[src/rtl/rtc_port_pkg.sv]
package rtc_port_pkg;

  localparam int IDX_W = 7;

  localparam int IDX_SEC   = 0;
  localparam int IDX_SECAL = 1;
  localparam int IDX_MINAL = 3;
  localparam int IDX_HRAL  = 5;
  localparam int IDX_A     = 10;
  localparam int IDX_B     = 11;
  localparam int IDX_C     = 12;
  localparam int IDX_D     = 13;
  localparam int NUM_TIME  = 7;

  // Bits of B whose change requires alarm re-evaluation: SET, 24h, binary
  localparam logic [7:0] B_ALARM_MASK = 8'h86;

  typedef struct packed {
    logic wrStore;
    logic wrTime;
    logic wrAlarm;
    logic wrA;
    logic wrB;
    logic wrRo;
    logic rdC;
  } rtcStrobe_t;

  // Register index of time field k (seconds first)
  function automatic int timeIdx(input int k);
    case (k)
      0: return 0;
      1: return 2;
      2: return 4;
      3: return 6;
      default: return k + 3;
    endcase
  endfunction

endpackage

[src/rtl/rtc_port_ctrl.sv]
module rtc_port_ctrl
  import rtc_port_pkg::*;
#(
  parameter int REG_COUNT = 128
) (
  input  logic             clk,
  input  logic             rstN,
  input  logic             busSel,
  input  logic             busWr,
  input  logic             busAddr,
  input  logic [7:0]       busWdata,
  output logic [IDX_W-1:0] regIdx,
  output logic             inRange,
  output rtcStrobe_t       strobe
);

  logic             dataWr;
  logic             isTime;
  logic             isAlarm;

  always_ff @(posedge clk) begin
    if (!rstN) begin
      regIdx <= '0;
    end else if (busSel && busWr && !busAddr) begin
      regIdx <= busWdata[IDX_W-1:0];
    end
  end

  assign inRange = int'(regIdx) < REG_COUNT;
  assign dataWr  = busSel && busWr && busAddr && inRange;

  always_comb begin
    isTime = 1'b0;
    for (int k = 0; k < NUM_TIME; k++) begin
      if (int'(regIdx) == timeIdx(k)) isTime = 1'b1;
    end
  end

  assign isAlarm = (int'(regIdx) == IDX_SECAL) || (int'(regIdx) == IDX_MINAL) ||
                   (int'(regIdx) == IDX_HRAL);

  always_comb begin
    strobe = '0;
    if (dataWr) begin
      if (isTime)                                                strobe.wrTime  = 1'b1;
      else if (isAlarm)                                          strobe.wrAlarm = 1'b1;
      else if (int'(regIdx) == IDX_A)                            strobe.wrA     = 1'b1;
      else if (int'(regIdx) == IDX_B)                            strobe.wrB     = 1'b1;
      else if (int'(regIdx) == IDX_C || int'(regIdx) == IDX_D)   strobe.wrRo    = 1'b1;
      else                                                       strobe.wrStore = 1'b1;
    end
    strobe.rdC = busSel && !busWr && busAddr && (int'(regIdx) == IDX_C);
  end

  // index port keeps the low seven bits of the written byte
  a_r1_index_mask: assert property (@(posedge clk) disable iff (!rstN)
    (busSel && busWr && !busAddr) |=> (regIdx == $past(busWdata[IDX_W-1:0])));

  // an out-of-range data write produces no write strobe
  a_r2_no_strobe: assert property (@(posedge clk) disable iff (!rstN)
    (busSel && busWr && busAddr && (int'(regIdx) >= REG_COUNT)) |->
      !(strobe.wrStore || strobe.wrTime || strobe.wrAlarm || strobe.wrA || strobe.wrB));

endmodule

[src/rtl/rtc_port_regs.sv]
module rtc_port_regs
  import rtc_port_pkg::*;
#(
  parameter int REG_COUNT = 128
) (
  input  logic             clk,
  input  logic             rstN,
  input  logic [IDX_W-1:0] regIdx,
  input  logic             inRange,
  input  rtcStrobe_t       strobe,
  input  logic [7:0]       wdata,
  input  logic             uipSet,
  input  logic             uipDone,
  input  logic             pfSet,
  input  logic             afSet,
  input  logic             ufSet,
  output logic [7:0]       rdData,
  output logic             irq,
  output logic [3:0]       rateSel,
  output logic [2:0]       divSel,
  output logic [7:0]       ctrlB,
  output logic [8*NUM_TIME-1:0] timeVec,
  output logic             timeCommit,
  output logic             alarmUpdate
);

  localparam int AW = (REG_COUNT > 1) ? $clog2(REG_COUNT) : 1;
  localparam logic [AW-1:0] AI = AW'(IDX_A);
  localparam logic [AW-1:0] BI = AW'(IDX_B);
  localparam logic [AW-1:0] CI = AW'(IDX_C);
  localparam logic [AW-1:0] DI = AW'(IDX_D);

  logic [7:0]    regFile [REG_COUNT];
  logic [AW-1:0] addr;
  logic [2:0]    flags;
  logic [2:0]    enables;
  logic [2:0]    flagsNext;

  assign addr    = regIdx[AW-1:0];
  assign flags   = regFile[CI][6:4];
  assign enables = regFile[BI][6:4];
  assign irq     = |(flags & enables);

  assign flagsNext = (strobe.rdC ? 3'b000 : flags) | {pfSet, afSet, ufSet};

  always_ff @(posedge clk) begin
    if (!rstN) begin
      for (int i = 0; i < REG_COUNT; i++) begin
        regFile[i] <= (i == IDX_D) ? 8'h80 : 8'h00;
      end
      timeCommit  <= 1'b0;
      alarmUpdate <= 1'b0;
    end else begin
      if (strobe.wrStore || strobe.wrTime || strobe.wrAlarm) regFile[addr] <= wdata;
      if (strobe.wrA) regFile[AI] <= {regFile[AI][7], wdata[6:0]};
      if (strobe.wrB) regFile[BI] <= wdata;
      if (strobe.wrB && wdata[7])               regFile[AI][7] <= 1'b0;
      else if (uipSet && !regFile[BI][7])       regFile[AI][7] <= 1'b1;
      else if (uipDone)                         regFile[AI][7] <= 1'b0;
      regFile[CI] <= {1'b0, flagsNext, 4'b0000};
      timeCommit  <= (strobe.wrTime && !regFile[BI][7]) ||
                     (strobe.wrB && regFile[BI][7] && !wdata[7]);
      alarmUpdate <= strobe.wrAlarm || strobe.wrTime ||
                     (strobe.wrB && |((wdata ^ regFile[BI]) & B_ALARM_MASK));
    end
  end

  always_comb begin
    if (!inRange)                 rdData = 8'h00;
    else if (int'(regIdx) == IDX_C) rdData = {irq, flags, 4'b0000};
    else                          rdData = regFile[addr];
  end

  assign rateSel = regFile[AI][3:0];
  assign divSel  = regFile[AI][6:4];
  assign ctrlB   = regFile[BI];

  for (genvar k = 0; k < NUM_TIME; k++) begin : g_time
    assign timeVec[8*k +: 8] = regFile[AW'(timeIdx(k))];
  end

  // a register A write alone leaves the UIP bit as it was
  a_r4_uip_kept: assert property (@(posedge clk) disable iff (!rstN)
    (strobe.wrA && !uipSet && !uipDone) |=> (regFile[AI][7] == $past(regFile[AI][7])));

  // entering set mode clears UIP whatever else happens
  a_r5_set_clears_uip: assert property (@(posedge clk) disable iff (!rstN)
    (strobe.wrB && wdata[7]) |=> !regFile[AI][7]);

  // the validity register never changes
  a_r3_ro_stable: assert property (@(posedge clk) disable iff (!rstN)
    strobe.wrRo |=> $stable(regFile[DI]));

  // leaving set mode commits the held time
  a_r7_commit_on_exit: assert property (@(posedge clk) disable iff (!rstN)
    (strobe.wrB && regFile[BI][7] && !wdata[7]) |=> timeCommit);

  // enabling a pending periodic flag raises irq in the next cycle
  a_r8_pending_irq: assert property (@(posedge clk) disable iff (!rstN)
    (strobe.wrB && wdata[6] && regFile[CI][6]) |=> irq);

  // a read of C clears a flag unless it is set again in the same cycle
  a_r10_read_clears: assert property (@(posedge clk) disable iff (!rstN)
    (strobe.rdC && !pfSet) |=> !regFile[CI][6]);
  a_r10_set_survives: assert property (@(posedge clk) disable iff (!rstN)
    (strobe.rdC && afSet) |=> regFile[CI][5]);

endmodule

[src/rtl/rtc_port.sv]
module rtc_port
  import rtc_port_pkg::*;
#(
  parameter int REG_COUNT = 128
) (
  input  logic        clk,
  input  logic        rstN,
  input  logic        busSel,
  input  logic        busWr,
  input  logic        busAddr,
  input  logic [7:0]  busWdata,
  output logic [7:0]  busRdata,
  input  logic        uipSet,
  input  logic        uipDone,
  input  logic        pfSet,
  input  logic        afSet,
  input  logic        ufSet,
  output logic        irq,
  output logic [3:0]  rateSel,
  output logic [2:0]  divSel,
  output logic [7:0]  ctrlB,
  output logic [55:0] timeVec,
  output logic        timeCommit,
  output logic        alarmUpdate
);

  logic [IDX_W-1:0] regIdx;
  logic             inRange;
  rtcStrobe_t       strobe;
  logic [7:0]       regRdata;

  rtc_port_ctrl #(.REG_COUNT(REG_COUNT)) u_ctrl (
    .clk      (clk),
    .rstN     (rstN),
    .busSel   (busSel),
    .busWr    (busWr),
    .busAddr  (busAddr),
    .busWdata (busWdata),
    .regIdx   (regIdx),
    .inRange  (inRange),
    .strobe   (strobe)
  );

  rtc_port_regs #(.REG_COUNT(REG_COUNT)) u_regs (
    .clk         (clk),
    .rstN        (rstN),
    .regIdx      (regIdx),
    .inRange     (inRange),
    .strobe      (strobe),
    .wdata       (busWdata),
    .uipSet      (uipSet),
    .uipDone     (uipDone),
    .pfSet       (pfSet),
    .afSet       (afSet),
    .ufSet       (ufSet),
    .rdData      (regRdata),
    .irq         (irq),
    .rateSel     (rateSel),
    .divSel      (divSel),
    .ctrlB       (ctrlB),
    .timeVec     (timeVec),
    .timeCommit  (timeCommit),
    .alarmUpdate (alarmUpdate)
  );

  assign busRdata = busAddr ? regRdata : {1'b0, regIdx};

endmodule

[config.mk]
export PLATFORM = sky130hd
export DESIGN_NAME = rtc_port
export DESIGN_NICKNAME = d
export VERILOG_FILES = /design/src/rtl/rtc_port_pkg.sv /design/src/rtl/rtc_port_ctrl.sv /design/src/rtl/rtc_port_regs.sv /design/src/rtl/rtc_port.sv
export SDC_FILE = /design/constraint.sdc
export NUM_CORES = 1
export LEC_CHECK = 0
export CELL_PAD_IN_SITES_DETAIL_PLACEMENT = 1
export CELL_PAD_IN_SITES_GLOBAL_PLACEMENT = 2
export CORE_MARGIN = 2
export CORE_UTILIZATION = 35
export CTS_BUF_LIST = sky130_fd_sc_hd__clkbuf_16
export CTS_CLUSTER_SIZE = 30
export DETAILED_ROUTE_END_ITERATION = 10
export PLACE_DENSITY = 0.65
export SETUP_SLACK_MARGIN = 0.2
export SKIP_LAST_GASP = 1
export SLEW_MARGIN = 20
export SYNTH_ARGS = -nofsm -noshare
export SYNTH_HDL_FRONTEND = slang
export SYNTH_SLANG_ARGS = --single-unit
export TNS_END_PERCENT = 1
[constraint.sdc]
create_clock -name clk -period 5.65 [get_ports clk]
set_clock_uncertainty 0.1 [all_clocks]
set_input_delay 1.13 -clock clk [delete_from_list [all_inputs] [get_ports clk]]
set_output_delay 1.13 -clock clk [all_outputs]
set_load 0.01 [all_outputs]
==> results.py <==
metrics = {
    "detailed_routing": {
        "drc_errors": 0,
        "wl_mm": 155,
        "routedWlPerCell_um": 29.5,
        "vias": 28500,
        "viasPerCell": 5.42,
        "dr.pass1.iters": 6,
        "drt_iter0_markers": 2685,
        "ant_nets": 0,
    },
    "die": {
        "coreArea_um2": 137000,
        "die_height_um": 375,
        "die_area_um2": 141000,
        "placementRows": 136,
        "die_x_um": 375,
        "start_util": 0.351,
        "ios": 100,
    },
    "synthesis": {
        "ys_types": 58,
        "async_flop_share": 0,
        "synth_enable_flop_cells": 1016,
        "yosysTopAreaCell": "edfxtp_1",
        "synth_area_leaders": "edfxtp_1, and2_1, mux4_2",
        "ys_warn_count": 0,
        "synth.top_cell.area_share": 0.634,
        "syn_area_per_cell_um2": 15.1,
        "synth_common_cells": "edfxtp_1, and2_1, mux4_2",
        "synthFlopType": "edfxtp_1",
        "syn_inst": 3179,
        "synth_area_um2": 48100,
        "ys_ff_latch": 1040,
        "ys_seq_area_frac": 0.644,
        "synth_most_common_cell": "edfxtp_1",
    },
    "finish": {
        "regArea_um2": 31000,
        "fillCellCount": 13600,
        "multiInputGateArea_um2": 16000,
        "fin_nets": 3383,
        "syn_to_final_growth_pct": 16.0,
        "stdcell_count": 5258,
        "drive_gt1_frac": 0.205,
    },
    "timing": {
        "tightestPinTransition_ns": 1.06,
        "relSlewSlack": 0.290,
        "fin_crit_sh": 0.962,
        "period_minus_slack_ns": 5.43,
        "tns_ns": 0,
        "setup-violations-final": 0,
        "rsz0062_at_grt": "true",
        "slew_violations": 0,
        "hold_viol_final": 0,
        "fmax_ghz": 0.184,
    },
    "worst_setup_path": {
        "start_kind": "flip-flop",
        "worstPathRequired_ns": 4.42,
        "cp-end-kind": "primary output",
        "path_class": "flip-flop to primary output",
        "cp.arrival_ns": 4.20,
        "cp_max_fo": 18,
        "reg2reg_from": "u_ctrl.regIdx[0]",
    },
    "hold_path": {
        "hold_path_startpoint": "u_ctrl.regIdx[5]",
        "holdCritPathClass": "flip-flop to flip-flop",
    },
    "power": {
        "p_int_mw": 13.2,
        "switching_power_mw": 4.02,
        "cellLeakagePower_nw": 19.7,
        "p_seq_frac": 0.512,
        "p_total_mw": 17.2,
        "switching_share": 0.233,
        "vdd_drop_max_uv": 229,
        "p_clk_frac": 0.423,
        "power_frac_comb": 0.065,
        "power_density_nw_per_um2": 309,
    },
    "clock_network": {
        "cts_tree": "built",
        "clk_latency_ns": 0.73,
        "numCtsBuffers": 113,
        "clk_path_buf_depth": 3,
        "postCtsHoldBufs": 0,
        "h-tree-depth": 3,
        "root_buffer": "clkbuf_16",
        "cts.sink_count": 1040,
        "clk_pin_slew_ns": 0.07,
    },
    "run": {
        "cap_violations": 0,
    },
    "global_routing": {
        "grt-ovfl-total": 0,
        "grt_max_degree": 95,
        "track_usage": 0.220,
        "grt_pass1_vias": 29900,
        "grt_pass1_wl_mm": 223,
        "antenna_found_initial": 6,
    },
    "placed_design": {
        "dp_hpwl_mm": 103,
        "gp_congestion": 0.824,
        "numPortBuffers": 99,
        "dp_cells": 5028,
    },
    "run_status": {
        "outcome": "completed",
    },
}
state kept, by name, indices dropped and copies added (netlist names), named ones only:
signal              cells
u_regs.regFile       1024
u_ctrl.regIdx           7
u_regs.alarmUpdate      1
u_regs.timeCommit       1
metrics by stage:
stage	hold WS [ns]	utilization	cell area [um2]	setup WS (ns)
finish	0.654	0.408	55800	0.217
global route	0.672	0.408	55800	0.146
CTS	0.623	0.407	55800	0.156
detailed placement	0.631	0.378	51800	0.340
global placement	0.576	0.378	51800	0.324
floorplan	0.389	-	48200	2.14
metal layers:
metal,track usage,wire [um]
met1,0.311,69500
met2,0.356,73700
met4,0.0651,4080
met3,0.0282,7590
met5,0,0
layout by cell type, fill, tap and decap left out, types with 20 or more instances in the layout:
cell type        instances
a21oi_1                 42
mux2i_1                 24
and2_1                1009
clkinv_1                25
mux4_2                 255
clkinv_2                24
clkbuf_16              114
nor2_1                 145
clkdlybuf4s50_1         88
edfxtp_1              1016
dfxtp_1                 20
a22oi_1                 72
buf_4                  215
o21ai_0                120
nand2_1                 32
inv_1                   26
critical path, stage by stage (launching register included):
cell and delay, ns:
dfxtp_4 0.39, buf_4 0.15, buf_4 0.14, bufbuf_16 0.35, mux4_2 0.52, a22oi_1 0.33, nand2_1 0.28, a21oi_1 0.21
a41oi_1 0.22, a41o_2 0.37, clkdlybuf4s50_1 0.50
logic make-up after synthesis:
family | synth area share
AOI/OAI and AO/OA | 0.0357
xor gates and xnor gates | 0.000546
buffers and inverters | 0.0289
DFF | 0.644
muxes | 0.134
other | 0.000156
and+or+nand+nor | 0.157
area by class of cell:
| type | count | share of cell area |
|---|---|---|
| antenna | 4 | 0.000179 |
| clock buffer | 114 | 0.0511 |
| clock inverter | 96 | 0.0133 |
| inverter | 4 | 0.000269 |
| multi-input combinational | 1878 | 0.286 |
| sequential | 1040 | 0.555 |
| tap | 1794 | 0.0402 |
| timing repair buffer | 328 | 0.0537 |
what timing repair did:
action | 4_1_cts | 5_1_grt
endpoints found under the setup margin | 8 | 7
gates cloned | 4 | 0
gates resized for setup | 26 | 13
setup buffers | 12 | 0
pin swaps | 2 | 2
worst paths after layout:
| path | endpoint | slack [ns] | cells after the start |
|---|---|---|---|
| hold / removal | flip-flop | 0.65 | 3 |
| hold reg to reg | flip-flop | 0.65 | 3 |
| setup / recovery | busRdata[4] | 0.22 | 10 |
| setup reg to reg | u_regs.regFile[15][4] | 2.27 | 4 |
power by group through the flow:
stage / Clock [mW] / Combinational [mW] / Sequential [mW]
floorplan: 0 / 0.579 / 8.92
global route: 7.72 / 1.17 / 8.85
CTS: 7.45 / 1.12 / 8.83
finish: 7.30 / 1.11 / 8.83
detailed placement: 0 / 1.09 / 8.99
global placement: 0 / 1.07 / 8.98
(Power assumes the default switching activity.)
